### src/rtl/lmw_pkg.sv
package lmw_pkg;

    // Width of the static wait setting (0..3 stall cycles)
    localparam int WAIT_W = 2;

    typedef enum logic {
        ST_IDLE = 1'b0,
        ST_WAIT = 1'b1
    } seq_state_e;

    typedef struct packed {
        seq_state_e        state;
        logic [WAIT_W-1:0] cnt;
    } seq_regs_t;

endpackage

### src/rtl/lmw_seq.sv
module lmw_seq
    import lmw_pkg::*;
(
    input  logic              clk_i,
    input  logic              rst_ni,
    input  logic              req_i,
    input  logic              busy_i,
    input  logic [WAIT_W-1:0] wait_i,
    output logic              stall_o,
    output logic              fire_o
);

    seq_regs_t seq_d, seq_q;

    always_comb begin
        seq_d   = seq_q;
        stall_o = 1'b0;
        fire_o  = 1'b0;
        if (!req_i) begin
            // withdrawn or absent request: drop any partial count
            seq_d.state = ST_IDLE;
            seq_d.cnt   = '0;
        end else if (busy_i) begin
            // shared memory refuses this cycle; countdown frozen
            stall_o = 1'b1;
        end else begin
            unique case (seq_q.state)
                ST_IDLE: begin
                    if (wait_i == '0) begin
                        fire_o = 1'b1;
                    end else begin
                        stall_o     = 1'b1;
                        seq_d.cnt   = wait_i - 1'b1;
                        seq_d.state = ST_WAIT;
                    end
                end
                ST_WAIT: begin
                    if (seq_q.cnt == '0) begin
                        fire_o      = 1'b1;
                        seq_d.state = ST_IDLE;
                    end else begin
                        stall_o   = 1'b1;
                        seq_d.cnt = seq_q.cnt - 1'b1;
                    end
                end
                default: seq_d.state = ST_IDLE;
            endcase
        end
    end

    always_ff @(posedge clk_i or negedge rst_ni) begin
        if (!rst_ni) begin
            seq_q <= '{state: ST_IDLE, cnt: '0};
        end else begin
            seq_q <= seq_d;
        end
    end

endmodule

### src/rtl/lmw_lane.sv
module lmw_lane (
    input  logic       fire_i,
    input  logic       we_i,
    input  logic       be_i,
    input  logic [7:0] rd_byte_i,
    output logic       be_o,
    output logic [7:0] rd_byte_o
);

    logic rd_fire;

    always_comb begin
        rd_fire   = fire_i & ~we_i;
        be_o      = fire_i & we_i & be_i;
        rd_byte_o = rd_fire ? rd_byte_i : 8'h00;
    end

endmodule

### src/rtl/lmem_wait_ctrl.sv
module lmem_wait_ctrl
    import lmw_pkg::*;
#(
    parameter int ADDR_W = 20,
    parameter int DATA_W = 32,
    localparam int BE_W  = DATA_W / 8,
    localparam int OFF_W = $clog2(BE_W),
    localparam int WA_W  = ADDR_W - OFF_W
) (
    input  logic              clk_i,
    input  logic              rst_ni,
    input  logic              cpu_req_i,
    input  logic              cpu_we_i,
    input  logic [ADDR_W-1:0] cpu_addr_i,
    input  logic [DATA_W-1:0] cpu_wdata_i,
    input  logic [BE_W-1:0]   cpu_be_i,
    input  logic [WAIT_W-1:0] cfg_wait_i,
    input  logic              mem_busy_i,
    output logic              cpu_stall_o,
    output logic [DATA_W-1:0] cpu_rdata_o,
    output logic              mem_en_o,
    output logic              mem_we_o,
    output logic [WA_W-1:0]   mem_addr_o,
    output logic [DATA_W-1:0] mem_wdata_o,
    output logic [BE_W-1:0]   mem_be_o,
    input  logic [DATA_W-1:0] mem_rdata_i
);

    logic fire;

    lmw_seq u_seq (
        .clk_i   (clk_i),
        .rst_ni  (rst_ni),
        .req_i   (cpu_req_i),
        .busy_i  (mem_busy_i),
        .wait_i  (cfg_wait_i),
        .stall_o (cpu_stall_o),
        .fire_o  (fire)
    );

    for (genvar i = 0; i < BE_W; i++) begin : g_lane
        lmw_lane u_lane (
            .fire_i    (fire),
            .we_i      (cpu_we_i),
            .be_i      (cpu_be_i[i]),
            .rd_byte_i (mem_rdata_i[8*i +: 8]),
            .be_o      (mem_be_o[i]),
            .rd_byte_o (cpu_rdata_o[8*i +: 8])
        );
    end

    always_comb begin
        mem_en_o    = fire;
        mem_we_o    = fire & cpu_we_i;
        mem_addr_o  = cpu_addr_i[ADDR_W-1:OFF_W];
        mem_wdata_o = cpu_wdata_i;
    end

endmodule

### config.mk
export PLATFORM = sky130hd
export DESIGN_NAME = lmem_wait_ctrl
export DESIGN_NICKNAME = d
export VERILOG_FILES = /design/src/rtl/lmw_pkg.sv /design/src/rtl/lmw_seq.sv /design/src/rtl/lmw_lane.sv /design/src/rtl/lmem_wait_ctrl.sv
export SDC_FILE = /design/constraint.sdc
export NUM_CORES = 1
export LEC_CHECK = 0
export BUFFER_PORTS_ARGS = -buffer_cell sky130_fd_sc_hd__buf_2
export CELL_PAD_IN_SITES_DETAIL_PLACEMENT = 2
export CELL_PAD_IN_SITES_GLOBAL_PLACEMENT = 2
export CORE_MARGIN = 2
export CORE_UTILIZATION = 10
export DETAILED_ROUTE_END_ITERATION = 7
export GPL_ROUTABILITY_DRIVEN = 0
export GPL_TIMING_DRIVEN = 0
export PLACE_DENSITY_LB_ADDON = 0.25
export SYNTH_ARGS = -nofsm -noshare
export SYNTH_HDL_FRONTEND = slang
export SYNTH_SLANG_ARGS = --single-unit
### constraint.sdc
create_clock -name clk_i -period 3.5 [get_ports clk_i]
set_input_delay 0.525 -clock clk_i [delete_from_list [all_inputs] [get_ports clk_i]]
set_output_delay 0.525 -clock clk_i [all_outputs]
set_load 0.1 [all_outputs]
* Word-level counts from Yosys, hierarchy flattened
Cells that the tools add are included.
Storage, ports and cells: memories 0, bits in latches 0, memory bits (read-only) 0, input bits 95, RAM bits 0, register bits after elaboration 3
Cells by class: order comparisons 0, $mul 0, equality and inequality tests 3, mux-type cells 19, shifts and indexed selects 0, $add $sub $neg 2, div/mod/pow operators 0, reductions and logical operators 3, bitwise operators 8
Operator list (count):
- 8-bit two-way mux | 4
- 3-bit two-way mux | 3
- 1-bit two-way mux | 8
- 1-bit bitwise AND | 6
- 3-bit inequality test, second input constant | 2
- 3-bit one-hot mux with 2 select lines | 1
- 2-bit logical NOT | 2
- 1-bit one-hot mux with 2 select lines | 2
- 2-bit by 1-bit subtractor with 2-bit output, second input constant | 2
- 3-bit AND reduction | 1
- 2-bit two-way mux | 1
- 2-bit inequality test, second input constant | 1
- 1-bit NOT | 2

* Depth between registers and ports, before layout
Gate-level depths: netlist of the first run.
depth in word-level cells 7, gate-level depth with buffers 6, gate-level depth less buffers 5

* Hierarchy
From an unflattened synthesis of the first run, not the netlist that was laid out.
Unflattened totals: cell total of the unflattened synthesis 113, area, all modules 919.6 µm²
By module, submodules not included:
- lmem_wait_ctrl | area an instance 381.6 µm², times used 1, cells an instance 51
- lmw_lane | area an instance 76.3 µm², times used 4, cells an instance 9
- lmw_seq | area an instance 232.7 µm², times used 1, cells an instance 26

* Worst setup path before layout of the first run
OpenSTA, ideal clock, no wires.
kind input to output, from input cfg_wait_i[1], to output mem_we_o, setup slack -1.405 ns, arrival 4.380 ns, stages 4, path buffers 1, cell sequence or3_1 -> buf_2 -> a211oi_1 -> and2_1
On the way: longest elaborated chain between the ends 6
Ends and longest elaborated chain:
- from (decl) | line lmem_wait_ctrl.sv:17 | input logic [WAIT_W-1:0] cfg_wait_i,
- 2-bit logical NOT | line lmw_seq.sv:29 | if (wait_i == '0) begin
- 1-bit two-way mux | line lmw_seq.sv:29
- 1-bit one-hot mux with 2 select lines | line lmw_seq.sv:27 | unique case (seq_q.state)
- 1-bit two-way mux | line lmw_seq.sv:23 | end else if (busy_i) begin
- 1-bit two-way mux | line lmw_seq.sv:19 | if (!req_i) begin
- net mem_en_o | line lmem_wait_ctrl.sv:21 | output logic mem_en_o,
- 1-bit bitwise AND | line lmem_wait_ctrl.sv:54 | mem_we_o = fire & cpu_we_i;
- to (decl) | line lmem_wait_ctrl.sv:22 | output logic mem_we_o,
The timed path passes the listed nets, and every way through them passes these cells.

* Worst setup path in the final report of the first run
from register u_seq.seq_q[2] (netlist bit), to output cpu_rdata_o[22]
On the way: longest elaborated chain between the ends 6
Ends and longest elaborated chain:
- from (decl) | line lmw_seq.sv:13 | seq_regs_t seq_d, seq_q;
- from (signal assigned) | line lmw_seq.sv:53 | seq_q <= '{state: ST_IDLE, cnt: '0};
- from (signal assigned) | line lmw_seq.sv:55 | seq_q <= seq_d;
- 1-bit NOT | line lmw_seq.sv:27
- 1-bit one-hot mux with 2 select lines * | line lmw_seq.sv:27
- 1-bit two-way mux * | line lmw_seq.sv:23
- 1-bit two-way mux * | line lmw_seq.sv:19
- 1-bit bitwise AND * | line lmw_lane.sv:13 | rd_fire = fire_i & ~we_i;
- 8-bit two-way mux * | line lmw_lane.sv:15 | rd_byte_o = rd_fire ? rd_byte_i : 8'h00;
- to (decl) | line lmem_wait_ctrl.sv:20 | output logic [DATA_W-1:0] cpu_rdata_o,
Mark *: on every way between the ends. The rest lies on a longest branch, timed or not.

==> results of run 1 <==
final cells by class:
class	count	area share
inverter	4	0.00839
tap	111	0.0776
buffer	60	0.246
timing repair buffer	130	0.363
clock buffer	4	0.0252
sequential	3	0.0419
multi-input combinational	57	0.238
per-layer routing:
layer  part of all wire  vias to the layer above  wire length [um]  GRT usage
met5                  0                        -                 0          0
met4             0.0040                        0                16     0.0156
met3               0.13                        2               500     0.0276
met2               0.55                       93              2170      0.125
met1               0.32                      566              1260     0.0656
li1                   -                      602                 -          -
through the flow:
stage           util  setup slack [ns]  total power (uW)  hold WS (ns)  cell area, um2
2_1_floorplan      -            0.0987               408         0.229             956
3_3_place_gp   0.190             0.393               471         0.323            1750
3_5_place_dp   0.190             0.388               473         0.324            1750
4_1_cts        0.195             0.365               579        0.0908            1790
5_1_grt        0.195             0.261               601        0.0843            1790
6_report       0.195             0.467               571        0.0962            1790
cells by family after synthesis:
group           count (synthesis)
buf+inv                        64
simple gates                   43
compound gates                 12
flops                           3
mux                             1
fa+ha+maj                       1
synth_stat cells:
cell / instances / area, um2
sky130_fd_sc_hd__clkbuf_1: 1 / 3.75
sky130_fd_sc_hd__nand2_1: 3 / 11.3
sky130_fd_sc_hd__a21oi_1: 5 / 25.0
sky130_fd_sc_hd__clkbuf_2: 3 / 15.0
sky130_fd_sc_hd__buf_6: 1 / 11.3
sky130_fd_sc_hd__a21o_2: 1 / 8.76
sky130_fd_sc_hd__a221oi_1: 1 / 8.76
sky130_fd_sc_hd__and2_2: 25 / 188
sky130_fd_sc_hd__ha_1: 1 / 12.5
sky130_fd_sc_hd__a2111oi_4: 1 / 27.5
sky130_fd_sc_hd__inv_1: 4 / 15.0
sky130_fd_sc_hd__and3_1: 4 / 25.0
sky130_fd_sc_hd__a211oi_1: 1 / 7.51
sky130_fd_sc_hd__buf_2: 1 / 5.00
sky130_fd_sc_hd__or3_1: 1 / 6.26
sky130_fd_sc_hd__mux2_2: 1 / 11.3
sky130_fd_sc_hd__buf_4: 54 / 405
sky130_fd_sc_hd__nor2_1: 2 / 7.51
sky130_fd_sc_hd__dfrtp_1: 3 / 75.1
sky130_fd_sc_hd__a311oi_1: 1 / 8.76
sky130_fd_sc_hd__and2_1: 8 / 50.1
sky130_fd_sc_hd__o21bai_1: 1 / 7.51
sky130_fd_sc_hd__o31ai_1: 1 / 7.51
report_power, final:
part | switching (uW) | internal [uW]
Combinational | 335 | 94.9
Sequential | 1.79 | 37.9
Clock | 23.7 | 77.7
Total | 360 | 211
final timing paths:
path | cells past startpoint | slack [ns] | to
min | 1 | 0.1 | u_seq.seq_q[1]$_DFFE_PN0P_
max in group asynchronous | 1 | 3.30 | u_seq.seq_q[2]$_DFFE_PN0P_
min in group clk_i | 3 | 0.58 | u_seq.seq_q[0]$_DFFE_PN0P_
min reg2reg | 2 | 0.59 | u_seq.seq_q[0]$_DFFE_PN0P_
max | 7 | 0.47 | cpu_rdata_o[22]
max reg2reg | 5 | 2.10 | u_seq.seq_q[0]$_DFFE_PN0P_
worst max-delay path, cell delays in order, from the launching register on:
cell and delay (ns):
sky130_fd_sc_hd__dfrtp_1 0.36, sky130_fd_sc_hd__buf_6 0.13, sky130_fd_sc_hd__or3_1 0.29, sky130_fd_sc_hd__buf_2 0.18, sky130_fd_sc_hd__a2111oi_4 0.47, sky130_fd_sc_hd__clkbuf_2 0.27, sky130_fd_sc_hd__and2_2 0.16, sky130_fd_sc_hd__buf_2 0.43
==> impl_summary.md, run 1 <==
Final layout
The library cell used most frequently in the layout, excluding fill and tap cells, is sky130_fd_sc_hd__buf_2. For this run, the post-layout net count is 355. In the final layout, the registers with the most flip-flops are u_seq.seq_q (3).

The total of fill cells in the finished design is 1136. The ratio of cells with drive above 1 in the final layout is 0.857. The final antenna diode count is 0. The flip-flop count of the largest register after layout is 3. From synthesis to final layout, the design area changed by 89.8%.

In the layout the commonest cells are sky130_fd_sc_hd__buf_2 (131), sky130_fd_sc_hd__buf_4 (54), sky130_fd_sc_hd__and2_2 (25), sky130_fd_sc_hd__and2_1 (8), sky130_fd_sc_hd__a21oi_1 (5). Counting flops per register, the top entry is u_seq.seq_q. The final cell count without fillers is 369.

In the final layout, the multi-input gates occupy 425 um2. The total area of sequential cells is 75.1 um2.

Critical path
The worst setup path is launched from a flip-flop. The data arrival time at the worst-slack endpoint is 2.51 ns. The launching point of the worst reg2reg path is u_seq.seq_q[0]$_DFFE_PN0P_. The kind of end point of the critical path is an output port. In this run the worst setup path begins at u_seq.seq_q[2]$_DFFE_PN0P_. STA puts the critical path data required time at 2.97 ns. Along the worst path, the maximum fanout reaches 10. The type of the setup path with the least slack is flip-flop to output port.

Synth
The XOR/XNOR share of the synthesized area is 0. Synthesis produced a netlist with a net count of 220. The compound-cell area share of the yosys netlist came to 0.107. The multiplexer share of the synthesized area is 0.0119.

Synthesis inferred 3 register bits. Dividing the synthesized area by the synthesized cell count gives 7.61 um2. The sequential area share after synthesis is 0.0796. Of the total synthesized cell area, the portion taken by AND, OR, NAND and NOR gates is 0.305. The Yosys step of the flow raised 0 warnings. The main combinational cell family by area after synthesis is buffers and inverters.

The synthesized-area fraction occupied by adder cells is 0.0133. Counting every instance in the synthesized netlist gives 124. In this run the cell area of the synthesized design comes to 943 um2. Counting distinct cell types in the post-synthesis netlist gives 23.

Placed design
The total placed cells including tap cells is 365. The half-perimeter wire length after detailed placement is 3.65 mm. The number of buffer cells added on primary ports is 130.

Detailed routing
In the routed layout, each cell is associated on average with a via count of 3.42. The residual DRC count is 0. In the final routed layout, each cell accounts on average for 10.7 um. The first-pass iteration count of the detailed router is 3.

The iteration-0 DRC count of the detailed router is 4. The count of vias placed by the detailed router is 1263. The count of antenna-violating nets left after detailed routing is 0. Summed over all layers, the routed wires come to 3.95 mm.

Min path
The min-delay analysis places its worst path in the category input pin to asynchronous set/reset pin.

CTS
The clock passes through at most 2 buffers. TritonCTS built the clock tree. The quantity of gates resized following cts is 0.

The hold buffer count at cts is 0. Post-CTS timing repair inserted 0 buffers for setup. Clock-pin slew was measured on the worst setup and hold paths at 0.03 ns. The level count of the clock H-tree is 1.

The root buffer selected by CTS is sky130_fd_sc_hd__clkbuf_8. Clock tree synthesis inserted a total of 3 buffers. The CTS sink count is 3. The later-pin clock latency in the skew report is 0.22 ns.

Global route
Summed over all layers, the global routing overflow is 0. The via count of the first global-routing pass is 1159. The initial antenna violation count came to 0. The overall global routing resource usage is 0.0655. The maximum number of pins on one net before global-route repair is 11. The first-pass GRT wire length is 5.51 mm.

Status
The flow ran to the end, and the final reports show no timing, DRC or antenna violations.

Run
The tool flagged a number of max-cap violations equal to 0.

Timing
The post-layout minimum cycle time is 3.03 ns. The total setup violations reported at the end of the flow is 0. For the pin with the worst max-slew slack, the measured transition is 0.541 ns.

Dividing the final minimum period by the clock period gives 0.867. The final number of hold-violating endpoints is 0. The peak clock frequency supported by timing is 0.330 GHz. Across the routed clock network, the largest skew measured is 0.00133 ns. In this run the tightest slew margin relative to its limit is 0.639.

The final max-slew violation count is 0. Setup repair after global routing left no endpoint under its margin. The aggregate negative setup slack is 0 ns.

Die
The height of the chip is 101 um. After floorplanning, the core was divided into 35 placement rows. The number of primary I/O pins is 184.

The initial cell density of the core is 0.103. The overall die width is 101 um. The area of the core region is 9200 um2. The die area is 10200 um2.

Power
The power per cell area is 319 nW/um2. For this design the static power due to leakage is 0.00112 uW. VDD sags by at most 0.000101 V.
Power figures use the tool's default switching activity.
==> inputs of run 2 (changes only) <==
--- a/config.mk
+++ b/config.mk
@@ -6,6 +6,7 @@
 export NUM_CORES = 1
 export LEC_CHECK = 0
 export BUFFER_PORTS_ARGS = -buffer_cell sky130_fd_sc_hd__buf_2
+export CAP_MARGIN = 20
 export CELL_PAD_IN_SITES_DETAIL_PLACEMENT = 2
 export CELL_PAD_IN_SITES_GLOBAL_PLACEMENT = 2
 export CORE_MARGIN = 2
@@ -16,4 +17,5 @@
 export PLACE_DENSITY_LB_ADDON = 0.25
 export SYNTH_ARGS = -nofsm -noshare
 export SYNTH_HDL_FRONTEND = slang
+export SYNTH_HIERARCHICAL = 1
 export SYNTH_SLANG_ARGS = --single-unit
==> constraint.sdc (replaced) <==
create_clock -name clk_i -period 3.5 [get_ports clk_i]
set_input_delay 0.525 -clock clk_i [delete_from_list [all_inputs] [get_ports clk_i]]
set_output_delay 0.525 -clock clk_i [all_outputs]
set_load 0.005 [all_outputs]
==> run 2 against run 1 <==
Clock skew grew 0.0029 ns. Critical path depth unchanged. Synthesized area fell by 2.5%. Wire length increased by 11%. Setup slack gained 0.53 ns. Final cell count is 3.3% lower. Sequential share of layout area about the same. Design area down 0.42%. Critical path type unchanged. Critical endpoint is now cpu_rdata_o[9]. Largest power group unchanged. Highest routed layer unchanged.
==> impl_summary.md, run 2 <==
Die
The number of rows created at floorplan is 34. The die area is 9980 um2. The area of the core region is 8810 um2. The overall die width is 99.9 um. The number of primary I/O pins is 184.

The initial utilization of the core area, before any placement, comes to 0.104. The floorplan step set the die height to 99.9 um.

CTS
The later-pin clock latency in the skew report is 0.22 ns. The clock tree from TritonCTS is yes. In this run the deepest clock path goes through 2 buffers. In this run the post-CTS setup repair buffer count came out at 0. TritonCTS created 3 clock buffers. The root buffer selected by CTS is sky130_fd_sc_hd__clkbuf_8.

The quantity of gates resized following cts is 0. In this run, post-CTS hold repair placed 0 buffers. In this run the number of H-tree levels came out at 1. The CTS sink count is 3. The clock transition time at the flip-flop clock pins of the worst setup and hold paths is 0.03 ns.

Critical path
The endpoint identified for the worst register-to-register timing path is u_seq/seq_q[1]$_DFFE_PN0P_. The startpoint identified for the worst register-to-register timing path is u_seq/seq_q[0]$_DFFE_PN0P_. The largest individual stage delay along the critical path comes from the cell sky130_fd_sc_hd__or3_4. Along the worst path, the maximum fanout reaches 38. The number of buffer and inverter stages on the critical path is 3. Data on the critical path is required at its endpoint by 2.97 ns. The kind of end point of the critical path is an output port. The type of the setup path with the least slack is flip-flop to output port. The kind of cell with the highest combined delay on the critical path is simple AND/OR/NAND/NOR gates.

The element type at the critical path start is a flip-flop. The worst register-to-register path has a setup slack of 2.14 ns. The critical path goes through buf_6 > or3_4 > a21oi_2 > and2_1 > buf_16 > and3b_1 > buf_2. The largest stage delay on the critical path is 0.41 ns. The data arrival time at the worst-slack endpoint is 1.98 ns. Measured in cells, the most critical reg-to-reg path has a length of 5.

Final layout
In the final layout, the registers with the most flip-flops are u_seq/seq_q (3). The ratio of cells with drive above 1 in the final layout is 0.763. The register with the most flip-flops is u_seq/seq_q. The final antenna diode count is 0.

The library cells used most frequently in the layout, excluding fill and tap cells, are sky130_fd_sc_hd__buf_2 (131), sky130_fd_sc_hd__buf_4 (50), sky130_fd_sc_hd__and3b_1 (32), sky130_fd_sc_hd__and3_1 (4). The finished layout holds 357 standard cells, fillers aside. Leaving out fill and tap cells, the most frequent cell in the layout is sky130_fd_sc_hd__buf_2. The layout overhead on the synthesized area is 93.9%. Fill cells in the final layout number 1078.

Summing all non-filler instances in the final layout gives an area of 1780 um2. The register with the most flip-flops in the layout has 3 of them. The net count of the finished layout is 346.

Synth
The most numerous cell in the Yosys netlist is sky130_fd_sc_hd__buf_4. In the post-synthesis netlist, the biggest area contributors are sky130_fd_sc_hd__buf_4 (41%), sky130_fd_sc_hd__and3b_1 (30%), sky130_fd_sc_hd__dfrtp_1 (8.2%), sky130_fd_sc_hd__and3_1 (2.7%), sky130_fd_sc_hd__mux2_2 (2.4%). In the synthesized netlist the dominant register cell turns out to be sky130_fd_sc_hd__dfrtp_1.

In the synthesized netlist, the cells that appear most often are sky130_fd_sc_hd__buf_4 (50), sky130_fd_sc_hd__and3b_1 (32), sky130_fd_sc_hd__and3_1 (4). The compound-cell area share of the yosys netlist is 0.0612. Of the post-synthesis cell area, the part taken by muxes is 0.0245. The number of nets in the synthesized netlist is 209. Synthesis produced a netlist whose cell count is 113. The average cell area after synthesis is 8.14 um2. The number of different library cells used by synthesis comes to 19. Yosys printed 6 warnings.

The synthesized-area fraction occupied by adder cells is 0.0136. The largest total area in the synthesized netlist belongs to sky130_fd_sc_hd__buf_4. The number of synthesized flops with an enable pin is 0. Of the total synthesized cell area, the portion taken by XOR and XNOR cells is 0.

Of the total synthesized cell area, the portion taken by AND, OR, NAND and NOR gates is 0.386. The synthesized design contains 3 register bits. The synthesized netlist occupies a cell area of 920 um2.

Of the synthesized area, sequential elements account for 0.0816. The proportion of synthesized flip-flops having asynchronous set or reset is 1.00. The main combinational cell family by area after synthesis is buffers and inverters. The top cell type's share of synthesized area is 0.408.

Global route
After global routing the overflow that remains totals 0. The via count of the first global-routing pass is 1278. The overall global routing resource usage is 0.0796.

Entering global routing, the biggest net connects 39 pins. The first global-routing pass estimated 6.47 mm of wire. The initial antenna violation count came to 0.

Power
The leakage power figure is 0.00122 uW. The peak ir drop on the vdd network is 0.0000629 V. The power per cell area is 166 nW/um2.

The power consumption is 296 uW.

Detailed routing
The overall routed net length is 4.38 mm. The first TritonRoute pass finished after 2 iterations. The count of nets left with antenna violations once routing finished came out at 0.

The routed layout has 1279 vias. After detailed routing, the number of vias per cell comes to 3.58. The detailed router finished its first iteration with 11 violations.

The residual DRC count is 0. Dividing the detail-routed wire length by the instance count gives 12.3 um.

Timing
The peak clock frequency supported by timing is 0.400 GHz. The final max-slew violation count came to 0. Setup repair after global routing left no endpoint under its margin. The worst clock skew on the final layout is 0.00419 ns. The transition time at the pin with the least slew margin is 0.470 ns. The post-layout minimum cycle time is 2.50 ns. The final number of hold-violating endpoints is 0. The worst slew margin relative to its limit is 0.686. The aggregate negative setup slack is 0 ns.

Setup violations remaining at the end of the flow were counted as 0. The fraction of the cycle the final worst path needs is 0.715.

Placed design
Counting tap cells, the placed design contains a total of 352 instances. Once detailed placement completed, the half-perimeter wirelength came to 3.88 mm. The placement-stage cell area is 1710 um2. The number of buffer cells added on primary ports is 131.

Status
The run finished with clean final reports.

Run
Across the run, the number of max-cap violations was 0.

Min path
The tightest min-delay check is of the input pin to asynchronous set/reset pin type.
==> run 2: per-stage QoR <==
step,setup slack (ns),hold WS [ns],util
after detailed placement,0.512,0.329,0.194
after global routing,0.882,0.0950,0.202
after CTS,0.404,0.0937,0.199
after floorplan,1.17,0.229,-
final,0.998,0.0966,0.202
after global placement,0.515,0.325,0.194
==> run 2: worst max path at each step <==
| stage | from | end | depth (start not counted) |
|---|---|---|---|
| after global placement | cfg_wait_i[0] | cpu_rdata_o[9] | 6 |
| after global routing | u_seq/seq_q[2]$_DFFE_PN0P_ | cpu_rdata_o[19] | 7 |
| after detailed placement | cfg_wait_i[0] | cpu_rdata_o[9] | 6 |
| after floorplan | cfg_wait_i[0] | cpu_rdata_o[0] | 4 |
| final | u_seq/seq_q[2]$_DFFE_PN0P_ | cpu_rdata_o[9] | 7 |
| after CTS | u_seq/seq_q[2]$_DFFE_PN0P_ | cpu_rdata_o[9] | 6 |
==> run 2: final cells by class <==
cell class	instances	area, um2	share of cell area
Timing Repair Buffer	132	683	0.383
Tap cell	108	135	0.0758
Multi-Input combinational cell	56	447	0.251
Inverter	3	11.3	0.00632
Buffer	51	387	0.217
Sequential cell	3	75.1	0.0421
Clock buffer	4	45.0	0.0253
==> run 2: metal layers <==
metal / GRT usage / vias up / routed length [um]
met3: 0.0153 / 2 / 565
li1: - / 609 / -
met2: 0.166 / 101 / 2410
met4: 0.0253 / 0 / 16
met5: 0 / - / 0
met1: 0.0767 / 567 / 1390
==> run 2: logic make-up (layout without fill, tap and decap cells) <==
logic type               Yosys count  after routing
buffers and inverters             54            190
adder cells (fa/ha/maj)            1              1
multiplexers                       2              2
AO/OA/AOI/OAI                      8              8
flip-flops                         3              3
AND/OR/NAND/NOR                   45             45
==> run 2: power breakdown <==
part | total, uW | switching (uW) | internal (uW)
Combinational | 154 | 55.7 | 98.0
Clock | 102 | 24.5 | 77.8
Sequential | 39.5 | 1.60 | 37.9
Total | 295 | 81.8 | 214
==> inputs of run 3 (changes only) <==
==> constraint.sdc (replaced) <==
create_clock -name clk_i -period 2.06 [get_ports clk_i]
set_input_delay 0.309 -clock clk_i [delete_from_list [all_inputs] [get_ports clk_i]]
set_output_delay 0.309 -clock clk_i [all_outputs]
set_load 0.005 [all_outputs]
==> run 3 against run 2 <==
Count of clock-buffer cells in the layout unchanged. Global-route usage increased by 0.74 points. Register-to-register slack got worse by 1.4 ns. Clock skew decreased by 0.0041 ns. Clock power increased by 64%.
==> impl_summary.md, run 3 (synthesis gave the netlist of run 2 again) <==
Critical path
In this run the worst path has a maximum fanout of 8. The type of the setup path with the least slack is flip-flop to output port. In this run the number of cells on the critical path is 6. The number of buffer and inverter stages on the critical path is 2. The data required time at the worst endpoint is 1.75 ns. The kind of end point of the critical path is an output port. Grouping stages by cell kind, the critical path spends the most delay in simple AND/OR/NAND/NOR gates.

The element type at the critical path start is a flip-flop. Data on the critical path arrives at its endpoint at 1.75 ns. The number of cell instances on the worst register-to-register path is 5. Walking the worst path, the cells encountered are or3_4 > a21oi_4 > buf_12 > and2_4 > and3b_1 > buf_2. The standard cell with the maximum stage delay on the critical path is sky130_fd_sc_hd__or3_4.

The largest stage delay on the critical path is 0.41 ns.

Timing
Hold timing on the final database bottoms out at a slack of 0.422 ns. The worst clock skew on the final layout is 0.0000387 ns. The post-layout minimum cycle time is 2.06 ns. Setup repair after global routing could not meet its margin everywhere.

The worst slew margin relative to its limit is 0.685. The final number of hold-violating endpoints is 0. At the pin with the least slew margin, the transition time is 0.472 ns. The total setup violations reported at the end of the flow is 0. The fraction of the cycle the final worst path needs is 1.00.

Based on the critical path, the design can be clocked at up to 0.485 GHz. The final max-slew violation count is 0.

Min path
The min-delay analysis places its worst path in the category input pin to asynchronous set/reset pin.

Final layout
The most frequent standard cell in the layout excluding fill and tap cells is sky130_fd_sc_hd__buf_2. Counting flops per register, the top entry is u_seq/seq_q. Of the cells placed in the final design, the portion with a size suffix greater than 1 is 0.778.

In the layout the commonest cells are sky130_fd_sc_hd__buf_2 (131), sky130_fd_sc_hd__buf_4 (52), sky130_fd_sc_hd__and3b_1 (32), sky130_fd_sc_hd__and2_4 (6), sky130_fd_sc_hd__and3_1 (4). The flip-flop count of the largest register after layout is 3. In the final layout, the registers with the most flip-flops are u_seq/seq_q (3). The total non-filler cell area in the finished layout is 1860 um2. The layout overhead on the synthesized area is 103%. The count of nets after finishing is 354. The final antenna diode count is 0.

CTS
The clock transition time at the flip-flop clock pins of the worst setup and hold paths is 0.03 ns. In this run the number of H-tree levels came out at 1. The root buffer selected by CTS is sky130_fd_sc_hd__clkbuf_8. The clock passes through at most 2 buffers.

The clock drives 3 sinks. TritonCTS built the clock tree. The CTS buffer count is 3. At the later pin of the worst-skew pair, clock insertion delay measures 0.21 ns.

Detailed routing
For this run, design rule violations remaining after detail routing come to 0. The overall routed net length is 4.83 mm. The first-pass iteration count of the detailed router is 2. The count of vias placed by the detailed router is 1344. The iteration-0 DRC count of the detailed router is 1. The vias per cell is 3.68. Dividing the detail-routed wire length by the instance count gives 13.2 um. The count of antenna-violating nets left after detailed routing is 0.

Global route
The initial antenna violation count is 0. The overall global routing resource usage is 0.0869. The via count of the first global-routing pass is 1364. The first-pass GRT wire length is 7.04 mm. The maximum number of pins on one net before global-route repair is 38.

The leftover overflow at the end of global routing is 0.

Power
The power per cell area is 281 nW/um2. The peak ir drop on the vdd network is 0.000277 V. The leakage power figure is 0.00125 uW.

Die
Measured along the y axis, the die boundary spans 99.9 um. The area of the core region is 8810 um2. Pin placement for this block handled 184 I/O pins. In this run the core area contains 34 standard-cell rows.

The overall die width is 99.9 um. The initial cell density of the core is 0.104. The die covers 9980 um2.

Placed design
Summing all placed instances gives a cell area of 1710 um2. The half-perimeter wire length after detailed placement is 3.68 mm. The number of buffer cells added on primary ports is 131.

Run
The number of max-cap violations is 0.

Status
The flow ran to the end, and the final reports show no timing, DRC or antenna violations.
-- run 3: changes by cell type in the layout (fill, tap and decap cells not counted) --
| cell | before | now |
|---|---|---|
| sky130_fd_sc_hd__buf_4 | 50 | 52 |
| sky130_fd_sc_hd__inv_2 | 0 | 1 |
| sky130_fd_sc_hd__a21oi_4 | 0 | 1 |
| sky130_fd_sc_hd__a21oi_2 | 1 | 0 |
| sky130_fd_sc_hd__buf_12 | 0 | 1 |
| sky130_fd_sc_hd__and2_2 | 0 | 1 |
| sky130_fd_sc_hd__and2_1 | 2 | 1 |
| sky130_fd_sc_hd__and2_4 | 0 | 6 |
| sky130_fd_sc_hd__inv_1 | 3 | 2 |
| sky130_fd_sc_hd__buf_16 | 1 | 0 |
| sky130_fd_sc_hd__dlygate4sd3_1 | 0 | 1 |
| sky130_fd_sc_hd__ha_4 | 0 | 1 |
| sky130_fd_sc_hd__ha_1 | 1 | 0 |
| sky130_fd_sc_hd__buf_6 | 1 | 0 |
-- run 3: what timing repair did --
item,CTS,global route
pin swaps,7,9
buffers inserted,2,1
endpoints found under the hold margin,3,0
endpoints found under the setup margin,38,38
resized for setup,7,3
cloned,5,1
hold buffers,1,0
-- run 3: per-layer routing --
metal / global-route usage / vias up / wire length [um]
li1: - / 635 / -
met1: 0.0906 / 592 / 1670
met2: 0.176 / 113 / 2520
met3: 0.0174 / 4 / 604
met4: 0.0200 / 0 / 37
met5: 0 / - / 0
-- run 3: area by class of cell --
type	instances	area [um2]
Inverter	3	11.3
Buffer	50	375
Sequential cell	3	75.1
Timing Repair Buffer	135	701
Clock buffer	4	45.0
Tap cell	108	135
Fill cell	1082	6940
Multi-Input combinational cell	62	520
-- run 3: metrics by stage --
step	setup TNS, ns	total power [uW]	instances	worst slack (ns)	util
finish	0	523	365	0.000205	0.212
floorplan	0	204	113	0.175	-
detailed placement	-6.28	328	352	-0.192	0.194
CTS	-4.77	525	364	-0.154	0.208
global placement	-6.84	324	352	-0.201	0.194
global route	-2.06	569	365	-0.0910	0.212
-- run 3: worst paths after layout --
path / end / from / slack, ns
min: u_seq/seq_q[0]$_DFFE_PN0P_ / rst_ni / 0.42
min in group clk_i: u_seq/seq_q[2]$_DFFE_PN0P_ / mem_busy_i / 0.52
max reg2reg: u_seq/seq_q[1]$_DFFE_PN0P_ / u_seq/seq_q[0]$_DFFE_PN0P_ / 0.72
min reg2reg: u_seq/seq_q[1]$_DFFE_PN0P_ / u_seq/seq_q[1]$_DFFE_PN0P_ / 0.60
max: cpu_rdata_o[14] / u_seq/seq_q[2]$_DFFE_PN0P_ / 0.0002
max in group asynchronous: u_seq/seq_q[1]$_DFFE_PN0P_ / rst_ni / 1.53
-- run 3: worst register-to-register path, stage by stage (launching register included) --
cell and delay (ns):
sky130_fd_sc_hd__dfrtp_1 0.36, sky130_fd_sc_hd__inv_2 0.06, sky130_fd_sc_hd__ha_4 0.17, sky130_fd_sc_hd__a21oi_1 0.25, sky130_fd_sc_hd__a21oi_1 0.11, sky130_fd_sc_hd__a311oi_1 0.28
-- run 3: power by group --
part           switching [uW]  total, uW  internal [uW]
clock network            34.9        167            132
registers                3.43       67.9           64.4
logic                     108        289            181
total                     146        523            377
